[config.mk]
export PLATFORM = sky130hd
export DESIGN_NAME = clb3_lut
export DESIGN_NICKNAME = d
export VERILOG_FILES = /design/src/rtl/clb_pkg.sv /design/src/rtl/lut_table.sv /design/src/rtl/clb_cfg_chain.sv /design/src/rtl/clb_out_stage.sv /design/src/rtl/clb3_lut.sv
export SDC_FILE = /design/constraint.sdc
export NUM_CORES = 1
export LEC_CHECK = 0
export CORE_MARGIN = 2
export CORE_UTILIZATION = 50
export CTS_CLUSTER_DIAMETER = 30
export CTS_CLUSTER_SIZE = 14
export DETAILED_ROUTE_END_ITERATION = 6
export GPL_TIMING_DRIVEN = 0
export PLACE_DENSITY = 0.72
export SLEW_MARGIN = 25
export SYNTH_ARGS = -nofsm -noshare
export SYNTH_HDL_FRONTEND = slang
export SYNTH_SLANG_ARGS = --single-unit
[constraint.sdc]
create_clock -name clk_i -period 3.8 [get_ports clk_i]
set_clock_uncertainty 0.15 [all_clocks]
set_input_delay 1.14 -clock clk_i [delete_from_list [all_inputs] [get_ports clk_i]]
set_output_delay 1.14 -clock clk_i [all_outputs]
set_load 0.01 [all_outputs]
[src/rtl/clb_pkg.sv]
package clb_pkg;
  typedef enum logic {
    OUT_COMB = 1'b0,
    OUT_REG  = 1'b1
  } out_mode_e;

  localparam int unsigned H_IN = 3;
endpackage

[src/rtl/lut_table.sv]
module lut_table #(
  parameter int unsigned N_IN = 4,
  localparam int unsigned DEPTH = 2 ** N_IN
) (
  input  logic [DEPTH-1:0] table_i,
  input  logic [N_IN-1:0]  addr_i,
  output logic             data_o
);
  assign data_o = table_i[addr_i];
endmodule

[src/rtl/clb_cfg_chain.sv]
module clb_cfg_chain #(
  parameter int unsigned W = 41
) (
  input  logic         clk_i,
  input  logic         rst_ni,
  input  logic         en_i,
  input  logic         di_i,
  output logic [W-1:0] cfg_o
);
  always_ff @(posedge clk_i or negedge rst_ni) begin
    if (!rst_ni)   cfg_o <= '0;
    else if (en_i) cfg_o <= {cfg_o[W-2:0], di_i};
  end
endmodule

[src/rtl/clb_out_stage.sv]
module clb_out_stage
  import clb_pkg::*;
(
  input  logic      clk_i,
  input  logic      rst_ni,
  input  logic      sreset_i,
  input  out_mode_e mode_i,
  input  logic      d_i,
  output logic      q_o
);
  logic ff_q;

  always_ff @(posedge clk_i or negedge rst_ni) begin
    if (!rst_ni)       ff_q <= 1'b0;
    else if (sreset_i) ff_q <= 1'b0;
    else               ff_q <= d_i;
  end

  assign q_o = (mode_i == OUT_REG) ? ff_q : d_i;
endmodule

[src/rtl/clb3_lut.sv]
module clb3_lut
  import clb_pkg::*;
#(
  parameter int unsigned K = 4,
  localparam int unsigned N_VARS = K + 1,
  localparam int unsigned T_W    = 2 ** K,
  localparam int unsigned H_W    = 2 ** H_IN,
  localparam int unsigned CFG_W  = 2 * T_W + H_W + 1,
  localparam int unsigned H_LO   = 1,
  localparam int unsigned F_LO   = H_LO + H_W,
  localparam int unsigned G_LO   = F_LO + T_W
) (
  input  logic              clk_i,
  input  logic              rst_ni,
  input  logic              cfg_en_i,
  input  logic              cfg_di_i,
  input  logic              sreset_i,
  input  logic [N_VARS-1:0] vars_i,
  output logic              out_o
);
  logic [CFG_W-1:0] cfg_q;
  logic [1:0]       cof_out;   // [1]=g, [0]=f
  logic             g_out, f_out, h_out;
  out_mode_e        mode;

  clb_cfg_chain #(.W(CFG_W)) u_cfg (
    .clk_i (clk_i),
    .rst_ni(rst_ni),
    .en_i  (cfg_en_i),
    .di_i  (cfg_di_i),
    .cfg_o (cfg_q)
  );

  // Cofactor tables: index 1 is G (a=1), index 0 is F (a=0)
  for (genvar i = 0; i < 2; i++) begin : g_cof
    localparam int unsigned LO = (i == 1) ? G_LO : F_LO;
    lut_table #(.N_IN(K)) u_lut (
      .table_i(cfg_q[LO +: T_W]),
      .addr_i (vars_i[K-1:0]),
      .data_o (cof_out[i])
    );
  end

  assign g_out = cof_out[1];
  assign f_out = cof_out[0];

  lut_table #(.N_IN(H_IN)) u_h (
    .table_i(cfg_q[H_LO +: H_W]),
    .addr_i ({vars_i[K], g_out, f_out}),
    .data_o (h_out)
  );

  assign mode = out_mode_e'(cfg_q[0]);

  clb_out_stage u_out (
    .clk_i   (clk_i),
    .rst_ni  (rst_ni),
    .sreset_i(sreset_i),
    .mode_i  (mode),
    .d_i     (h_out),
    .q_o     (out_o)
  );
endmodule

==> results.cfg, run 1 <==
[run_status]
status = complete, but fails checks
violations = negative setup slack

[sta]
finalCritPeriodShare = 1.12
max_freq_mhz = 235
grt_setup_unrepaired = yes
slew_headroom = 0.605
finalWorstSetupSlack_ps = -464
period_needed_ps = 4260
tightest_slew_ps = 593
finalHoldViolations = 0
slew_violations = 0
setup_viol = 1

[die]
ios = 11
start_util = 0.528
die_h_um = 69.7
num_rows = 23
die_area_um2 = 4860
dieWidth_um = 69.7
coreArea_um2 = 4090

[clock_network]
clk_pin_slew_ps = 70
cts_buffers = 5
clk_path_buf_depth = 2
clk_latency_ps = 300
cts_tree = built
ctsHoldBuffers = 0
clock-sinks = 42
htree_levels = 2
root_buffer = clkbuf_8

[worst_setup_path]
worst-path-stages = 9
r2r_cells = 6
critPathTopFamily = compound AO/OA/AOI/OAI gates
path_common_cell = buf_12
critical_path.slowest_cell = mux4_2
path_cells = buf_12 -> buf_12 -> mux4_2 -> a22oi_2 -> and3_4 -> nand4b_1 -> o31ai_2 -> o41ai_2 -> buf_2
crit_buf_inv = 3
arrival_ps = 2970
critical_path_class = in -> out
crit_required_ps = 2510
crit_path_end_kind = output pin
crit_fanout = 5
max_stage_delay_ps = 500
worst_setup_path_start_kind = input port

[detailed_routing]
via_count = 1319
drt_iter0_markers = 83
wire_per_inst_um = 17.7
via_per_inst = 5.94
drt-total-wl_um = 3920
drt_pass1_iterations = 4
drcViolationCount = 0
final_antenna_net_count = 0

[grt]
grt_pass1_wl_um = 6940
grt_pass1_vias = 1443
grtUsageTotal = 0.182
grt_max_degree = 27
antenna_found_initial = 0
grt-ovfl-total = 0

[cells_and_area]
fin_util = 0.624
drive_above_1_share = 0.366
diodes = 0
final_common_cell = dfrtp_1
area_growth_pct = 18.3
final_cell_mix = dfrtp_1 (42), mux2_2 (23), mux2_1 (21), nand2_1 (9)
nNetsFinal = 182
final.fill_count = 313

[synthesis]
synth_area_um2 = 2160
avgSynthCellArea_um2 = 14.4
synth_cell_types = 31
ys_warn_count = 0
synth_seq_area_share = 0.487
synthesis.nets = 160
synthCells = 150
ys_ff_latch = 42

[placed_design]
gp_congestion = 0.838
portBuffers = 9
dpl.hpwl_um = 2680
pre_cts_ws_ps = -1450

[power_and_ir_drop]
power.leakage_nw = 1.15
p_per_area_nw_per_um2 = 588
ir_drop_mv = 0.284

[run]
cap_viol_max_count = 0

[min_path]
hold_path.class = reg -> reg
hold_depth = 1
synth_stat cells (all sizes together):
master,n,share of area
mux2,45,0.23
dfrtp,42,0.49
nand2,9,0.016
mux4,8,0.092
mux2i,7,0.038
clkbuf,5,0.0087
buf,4,0.014
nor2b,4,0.012
nand3b,3,0.010
nor3b,3,0.010
nor4,3,0.016
o21ai,3,0.0070
and3,2,0.0081
inv,2,0.0035
a2111oi,1,0.0046
a211oi,1,0.0058
a22oi,1,0.0058
a31oi,1,0.0029
nand3,1,0.0023
nand4b,1,0.0041
nor2,1,0.0017
o311ai,1,0.0041
o31ai,1,0.0035
o41ai,1,0.0075
power by group:
| part | switching, mW | internal [mW] |
|---|---|---|
| sequential | 0.119 | 0.589 |
| clock | 0.151 | 0.210 |
| combinational | 0.170 | 0.262 |
| total | 0.440 | 1.06 |
logic make-up (layout without fill, tap and decap cells):
family          count (synthesis)  in the layout  share of synthesized area
buf+inv                        11             33                     0.0261
mux                            60             60                      0.365
compound gates                 10             10                     0.0412
flops                          42             42                      0.487
simple gates                   27             27                     0.0800
registers in the layout, indices dropped and copies added (netlist names):
name and flops:
u_cfg.cfg_o 41, u_out.ff_q 1
path summary, 6_finish.rpt:
check                           slack [ps]       startpoint         endpoint
worst max-delay path                  -460        vars_i[0]            out_o
worst min-delay path                   370  u_cfg.cfg_o[40]  u_cfg.cfg_o[40]
worst max register to register        1640   u_cfg.cfg_o[9]       u_out.ff_q
worst min register to register         370  u_cfg.cfg_o[40]  u_cfg.cfg_o[40]
max in group asynchronous             2400           rst_ni   u_cfg.cfg_o[7]
min in group asynchronous              610           rst_ni  u_cfg.cfg_o[22]
stage by stage:
step	setup TNS, ps	total power [mW]	hold WS, ps	std cells	instance area (µm²)
floorplan	-207	0.996	317	150	2170
global placement	-1390	1.08	337	209	2320
detailed placement	-1450	1.11	351	210	2330
CTS	-450	1.51	369	221	2550
global route	-560	1.60	404	222	2550
finish	-464	1.50	368	222	2550
layout make-up:
type	instances	area [µm²]	area share
plain buffers	9	68.8	0.0270
clock buffers	6	82.6	0.0324
clock inverters	1	30.0	0.0118
inverters	2	7.51	0.00294
multi-input cells	97	1090	0.427
flip-flops and latches	42	1050	0.412
well taps	50	62.6	0.0245
repair buffers	15	160	0.0628
metal layers:
metal / vias up / GRT usage / part of all wire
li1: 602 / - / -
met1: 683 / 0.240 / 0.46
met2: 27 / 0.283 / 0.48
met3: 7 / 0.0567 / 0.036
met4: 0 / 0.0684 / 0.017
met5: - / 0 / 0
worst reg2reg max path, cell delays in order (launching register included):
cell and delay, ps:
dfrtp_1 410, mux4_2 490, mux2i_4 280, mux2i_1 250, o21ai_1 90, o31ai_2 270
nor4_1 100
timing repair:
item	in CTS	in global routing
endpoints found under the setup margin	1	1
cloned	2	0
gates resized for setup	35	3
pin swaps	3	5
buffers inserted	2	1
No activity file was read; power rests on OpenSTA's default activity.
==> inputs of run 2 (changes only) <==
--- a/config.mk
+++ b/config.mk
@@ -10,7 +10,6 @@
 export CTS_CLUSTER_DIAMETER = 30
 export CTS_CLUSTER_SIZE = 14
 export DETAILED_ROUTE_END_ITERATION = 6
-export GPL_TIMING_DRIVEN = 0
 export PLACE_DENSITY = 0.72
 export SLEW_MARGIN = 25
 export SYNTH_ARGS = -nofsm -noshare
==> results.cfg, run 2 (same netlist as run 1, synthesis figures left out) <==
[worst_setup_path]
arrival_ps = 2940
crit_buf_inv = 3
crit_path_end_kind = output pin
rr_endpoint = u_out.ff_q
critical_path_class = in -> out
crit_required_ps = 2510
r2r_cells = 7
crit_fanout = 5
worstReg2RegStart = u_cfg.cfg_o[14]
rrSetupSlack_ps = 1580
max_stage_delay_ps = 520
critPathTopFamily = multiplexers
worst_setup_path_start_kind = input port
startpoint = vars_i[0]
critical_path.slowest_cell = mux4_2
worst-path-stages = 9
endpoint = out_o
path_cells = buf_8 -> mux4_2 -> mux2i_4 -> buf_4 -> nand3b_1 -> nand2_1 -> nor4_2 -> o41ai_2 -> buf_2

[min_path]
hold_path_startpoint = u_cfg.cfg_o[34]
hold_path.class = reg -> reg

[run]
cap_viol_max_count = 0

[clock_network]
cts_buffers = 5
ctsHoldBuffers = 0
clk_path_buf_depth = 2
clock-sinks = 42
clk_pin_slew_ps = 80
cts_tree = built
htree_levels = 2
root_buffer = clkbuf_8
clk_latency_ps = 300

[cells_and_area]
reg.largest.list = u_cfg.cfg_o (41), u_out.ff_q (1)
final_common_cell = dfrtp_1
final_cell_mix = dfrtp_1 (42), mux2_2 (23), mux2_1 (21), buf_4 (13), nand2_1 (9)
top_register = u_cfg.cfg_o
largest_reg_flops = 41
finalNonFillerCells = 227
area_growth_pct = 18.6
fin_util = 0.626
fin_area_um2 = 2560
multi_input_area_um2 = 1100
ff_latch_area_um2 = 1050
nNetsFinal = 186
drive_above_1_share = 0.435
final.fill_count = 326
diodes = 0

[detailed_routing]
drcViolationCount = 0
via_count = 1325
final_antenna_net_count = 0
wire_per_inst_um = 17.5
drt-total-wl_um = 3970
via_per_inst = 5.84
drt_pass1_iterations = 4
drt_iter0_markers = 72

[placed_design]
place_area_um2 = 2370
gp_congestion = 0.922
pre_cts_ws_ps = -1400
portBuffers = 10
dpl.hpwl_um = 2640
dp.cells = 215

[grt]
grt_pass1_wl_um = 6870
grt_pass1_vias = 1437
antenna_found_initial = 0
use_met3 = 0.0596
grt-ovfl-total = 0
gr-usage-met2 = 0.299
grt_max_degree = 43
grt_use_met1 = 0.226
busiest_layer = met2
grtUsageTotal = 0.184

[power_and_ir_drop]
power.total_mw = 1.47
power.leakage_nw = 1.17
p_per_area_nw_per_um2 = 575
ir_drop_mv = 0.254

[sta]
setup_viol = 1
period_needed_ps = 4230
slew_headroom = 0.395
max_freq_mhz = 237
finalCritPeriodShare = 1.11
tightest_slew_ps = 907
slew_violations = 0
finalWorstSetupSlack_ps = -428
finalHoldViolations = 0
setup-tns-final_ps = -428
grt_setup_unrepaired = yes
hold_ws_ps = 372

[die]
dieWidth_um = 69.7
coreArea_um2 = 4090
num_rows = 23
start_util = 0.528
ios = 11
die_h_um = 69.7
die_area_um2 = 4860

[run_status]
violations = negative setup slack
status = complete, but fails checks
[run 2: per-layer routing]
layer	vias to the layer above	share of wire
met5	-	0
met4	0	0.014
met3	4	0.029
met2	19	0.52
met1	687	0.44
li1	615	-
[run 2: power by group]
group          switching, mW  internal [mW]  leakage, nW  total, mW
logic                  0.179          0.290        0.583      0.469
registers              0.126          0.588        0.543      0.715
clock network          0.158          0.129       0.0441      0.287
[run 2: how the worst min path moves through the flow]
stage | depth (start not counted) | slack, ps | endpoint
final | 1 | 370 | u_cfg.cfg_o[34]
after global routing | 1 | 390 | u_cfg.cfg_o[34]
after CTS | 1 | 380 | u_cfg.cfg_o[34]
after detailed placement | 1 | 360 | u_cfg.cfg_o[34]
after global placement | 1 | 340 | u_cfg.cfg_o[32]
after floorplan | 1 | 320 | u_cfg.cfg_o[32]
[run 2: timing repair]
action                     in CTS  in global routing
pin swaps                       4                  5
setup buffers                   2                  1
setup endpoints to repair       1                  1
resized for setup              26                 10
[run 2: cell type report]
class	count	share of cell area
multi-input cells	97	0.432
flip-flops and latches	42	0.411
repair buffers	28	0.0949
clock buffers	5	0.0269
well taps	50	0.0245
clock inverters	3	0.00832
inverters	2	0.00294
[run 2: worst register-to-register path, cell delays in order, from the launching register on]
cell     delay [ps]
dfrtp_1         410
mux4_2          510
mux2i_4         300
buf_4           180
nor3b_1          50
nor4_2          300
buf_4           170
nor4_1           40
==> inputs of run 3 (changes only) <==
--- a/config.mk
+++ b/config.mk
@@ -7,6 +7,7 @@
 export LEC_CHECK = 0
 export CORE_MARGIN = 2
 export CORE_UTILIZATION = 50
+export CTS_BUF_LIST = sky130_fd_sc_hd__clkbuf_4
 export CTS_CLUSTER_DIAMETER = 30
 export CTS_CLUSTER_SIZE = 14
 export DETAILED_ROUTE_END_ITERATION = 6
==> results.cfg, run 3 (same netlist as run 1, synthesis figures left out) <==
[run_status]
status = complete, but fails checks
violations = negative setup slack

[clock_network]
cts_tree = built
root_buffer = clkbuf_4
clk_path_buf_depth = 2
clock-sinks = 42
clk_pin_slew_ps = 130
clk_latency_ps = 350
htree_levels = 2
cts_buffers = 5

[power_and_ir_drop]
p_per_area_nw_per_um2 = 558
sw_frac_of_total = 0.327
ir_drop_mv = 0.260
combPwrFrac = 0.339
clockPowerShare = 0.158
p_int_mw = 0.952
power.leakage_nw = 1.15
power.total_mw = 1.41
seqPwrFrac = 0.503
p_sw_mw = 0.462

[grt]
antenna_found_initial = 0
grt_max_degree = 43
grt_pass1_wl_um = 6840
grtUsageTotal = 0.178
grt_pass1_vias = 1444
grt-ovfl-total = 0

[die]
num_rows = 23
start_util = 0.528
coreArea_um2 = 4090
dieWidth_um = 69.7
ios = 11
die_area_um2 = 4860
die_h_um = 69.7

[sta]
finalCritPeriodShare = 1.12
grt_setup_unrepaired = yes
finalHoldViolations = 0
period_needed_ps = 4270
tightest_slew_ps = 912
max_freq_mhz = 234
slew_headroom = 0.392
finalWorstSetupSlack_ps = -470
setup-tns-final_ps = -470
hold_ws_ps = 383
slew_violations = 0
setup_viol = 1

[worst_setup_path]
critical_path_class = in -> out
crit_path_end_kind = output pin
path_cells = buf_8 -> mux4_2 -> mux2i_4 -> buf_4 -> nand3b_1 -> nand2_1 -> nor4_4 -> o41ai_2 -> buf_2
crit_required_ps = 2510
crit_fanout = 5
critPathTopFamily = multiplexers
worst_setup_path_start_kind = input port
critical_path.slowest_cell = mux4_2
arrival_ps = 2980
max_stage_delay_ps = 520
crit_buf_inv = 3

[placed_design]
gp_congestion = 0.922
pre_cts_ws_ps = -1400
dpl.hpwl_um = 2640
dp.cells = 215
place_area_um2 = 2370
portBuffers = 10

[detailed_routing]
drt_iter0_markers = 79
drt-total-wl_um = 3980
drt_pass1_iterations = 4
drcViolationCount = 0
wire_per_inst_um = 17.5
final_antenna_net_count = 0
via_per_inst = 5.87
via_count = 1333

[cells_and_area]
diodes = 0
nNetsFinal = 186
fin_area_um2 = 2540
largest_reg_flops = 41
final_common_cell = dfrtp_1
top_register = u_cfg.cfg_o
area_growth_pct = 17.6
final_cell_mix = dfrtp_1 (42), mux2_2 (23), mux2_1 (21), buf_4 (13), nand2_1 (9)
fin_util = 0.621
drive_above_1_share = 0.435
finalNonFillerCells = 227
reg.largest.list = u_cfg.cfg_o (41), u_out.ff_q (1)

[min_path]
hold_path.class = reg -> reg

[run]
cap_viol_max_count = 0
==> run 3: final timing paths <==
path | startpoint | to | slack [ps] | depth (start not counted)
max reg2reg | u_cfg.cfg_o[14] | u_out.ff_q | 1570 | 8
max | vars_i[0] | out_o | -470 | 9
max in group asynchronous | rst_ni | u_cfg.cfg_o[34] | 2500 | 2
min reg2reg | u_cfg.cfg_o[34] | u_cfg.cfg_o[34] | 380 | 1
min | u_cfg.cfg_o[34] | u_cfg.cfg_o[34] | 380 | 1
min in group asynchronous | rst_ni | u_cfg.cfg_o[19] | 530 | 1
==> run 3: area by class of cell <==
type                       instances  area [µm²]
clock inverter                     3        21.3
clock buffer                       5        37.5
fill                             329        1550
sequential                        42        1050
multi-input combinational         97        1110
tap                               50        62.6
inverter                           2        7.51
timing repair buffer              28         243
==> run 3: what timing repair did <==
action,CTS,global route
endpoints found under the setup margin,1,1
hold buffers,0,0
buffers inserted,2,1
pin swaps,4,7
resized for setup,26,11
==> run 3: power by group through the flow <==
stage          Sequential (mW)  Clock (mW)  Combinational (mW)
3_3_place_gp             0.706           0               0.396
3_5_place_dp             0.717           0               0.413
4_1_cts                  0.711       0.229               0.440
2_1_floorplan            0.669           0               0.327
5_1_grt                  0.735       0.252               0.524
6_report                 0.712       0.224               0.479
==> run 3: layer usage <==
| metal | part of all wire | wire, µm | track usage | vias to the layer above |
|---|---|---|---|---|
| met5 | 0 | 0 | 0 | - |
| met4 | 0.016 | 62 | 0.0556 | 0 |
| met3 | 0.032 | 127 | 0.0422 | 7 |
| met2 | 0.51 | 2020 | 0.303 | 17 |
| met1 | 0.44 | 1770 | 0.226 | 695 |
| li1 | - | - | - | 614 |
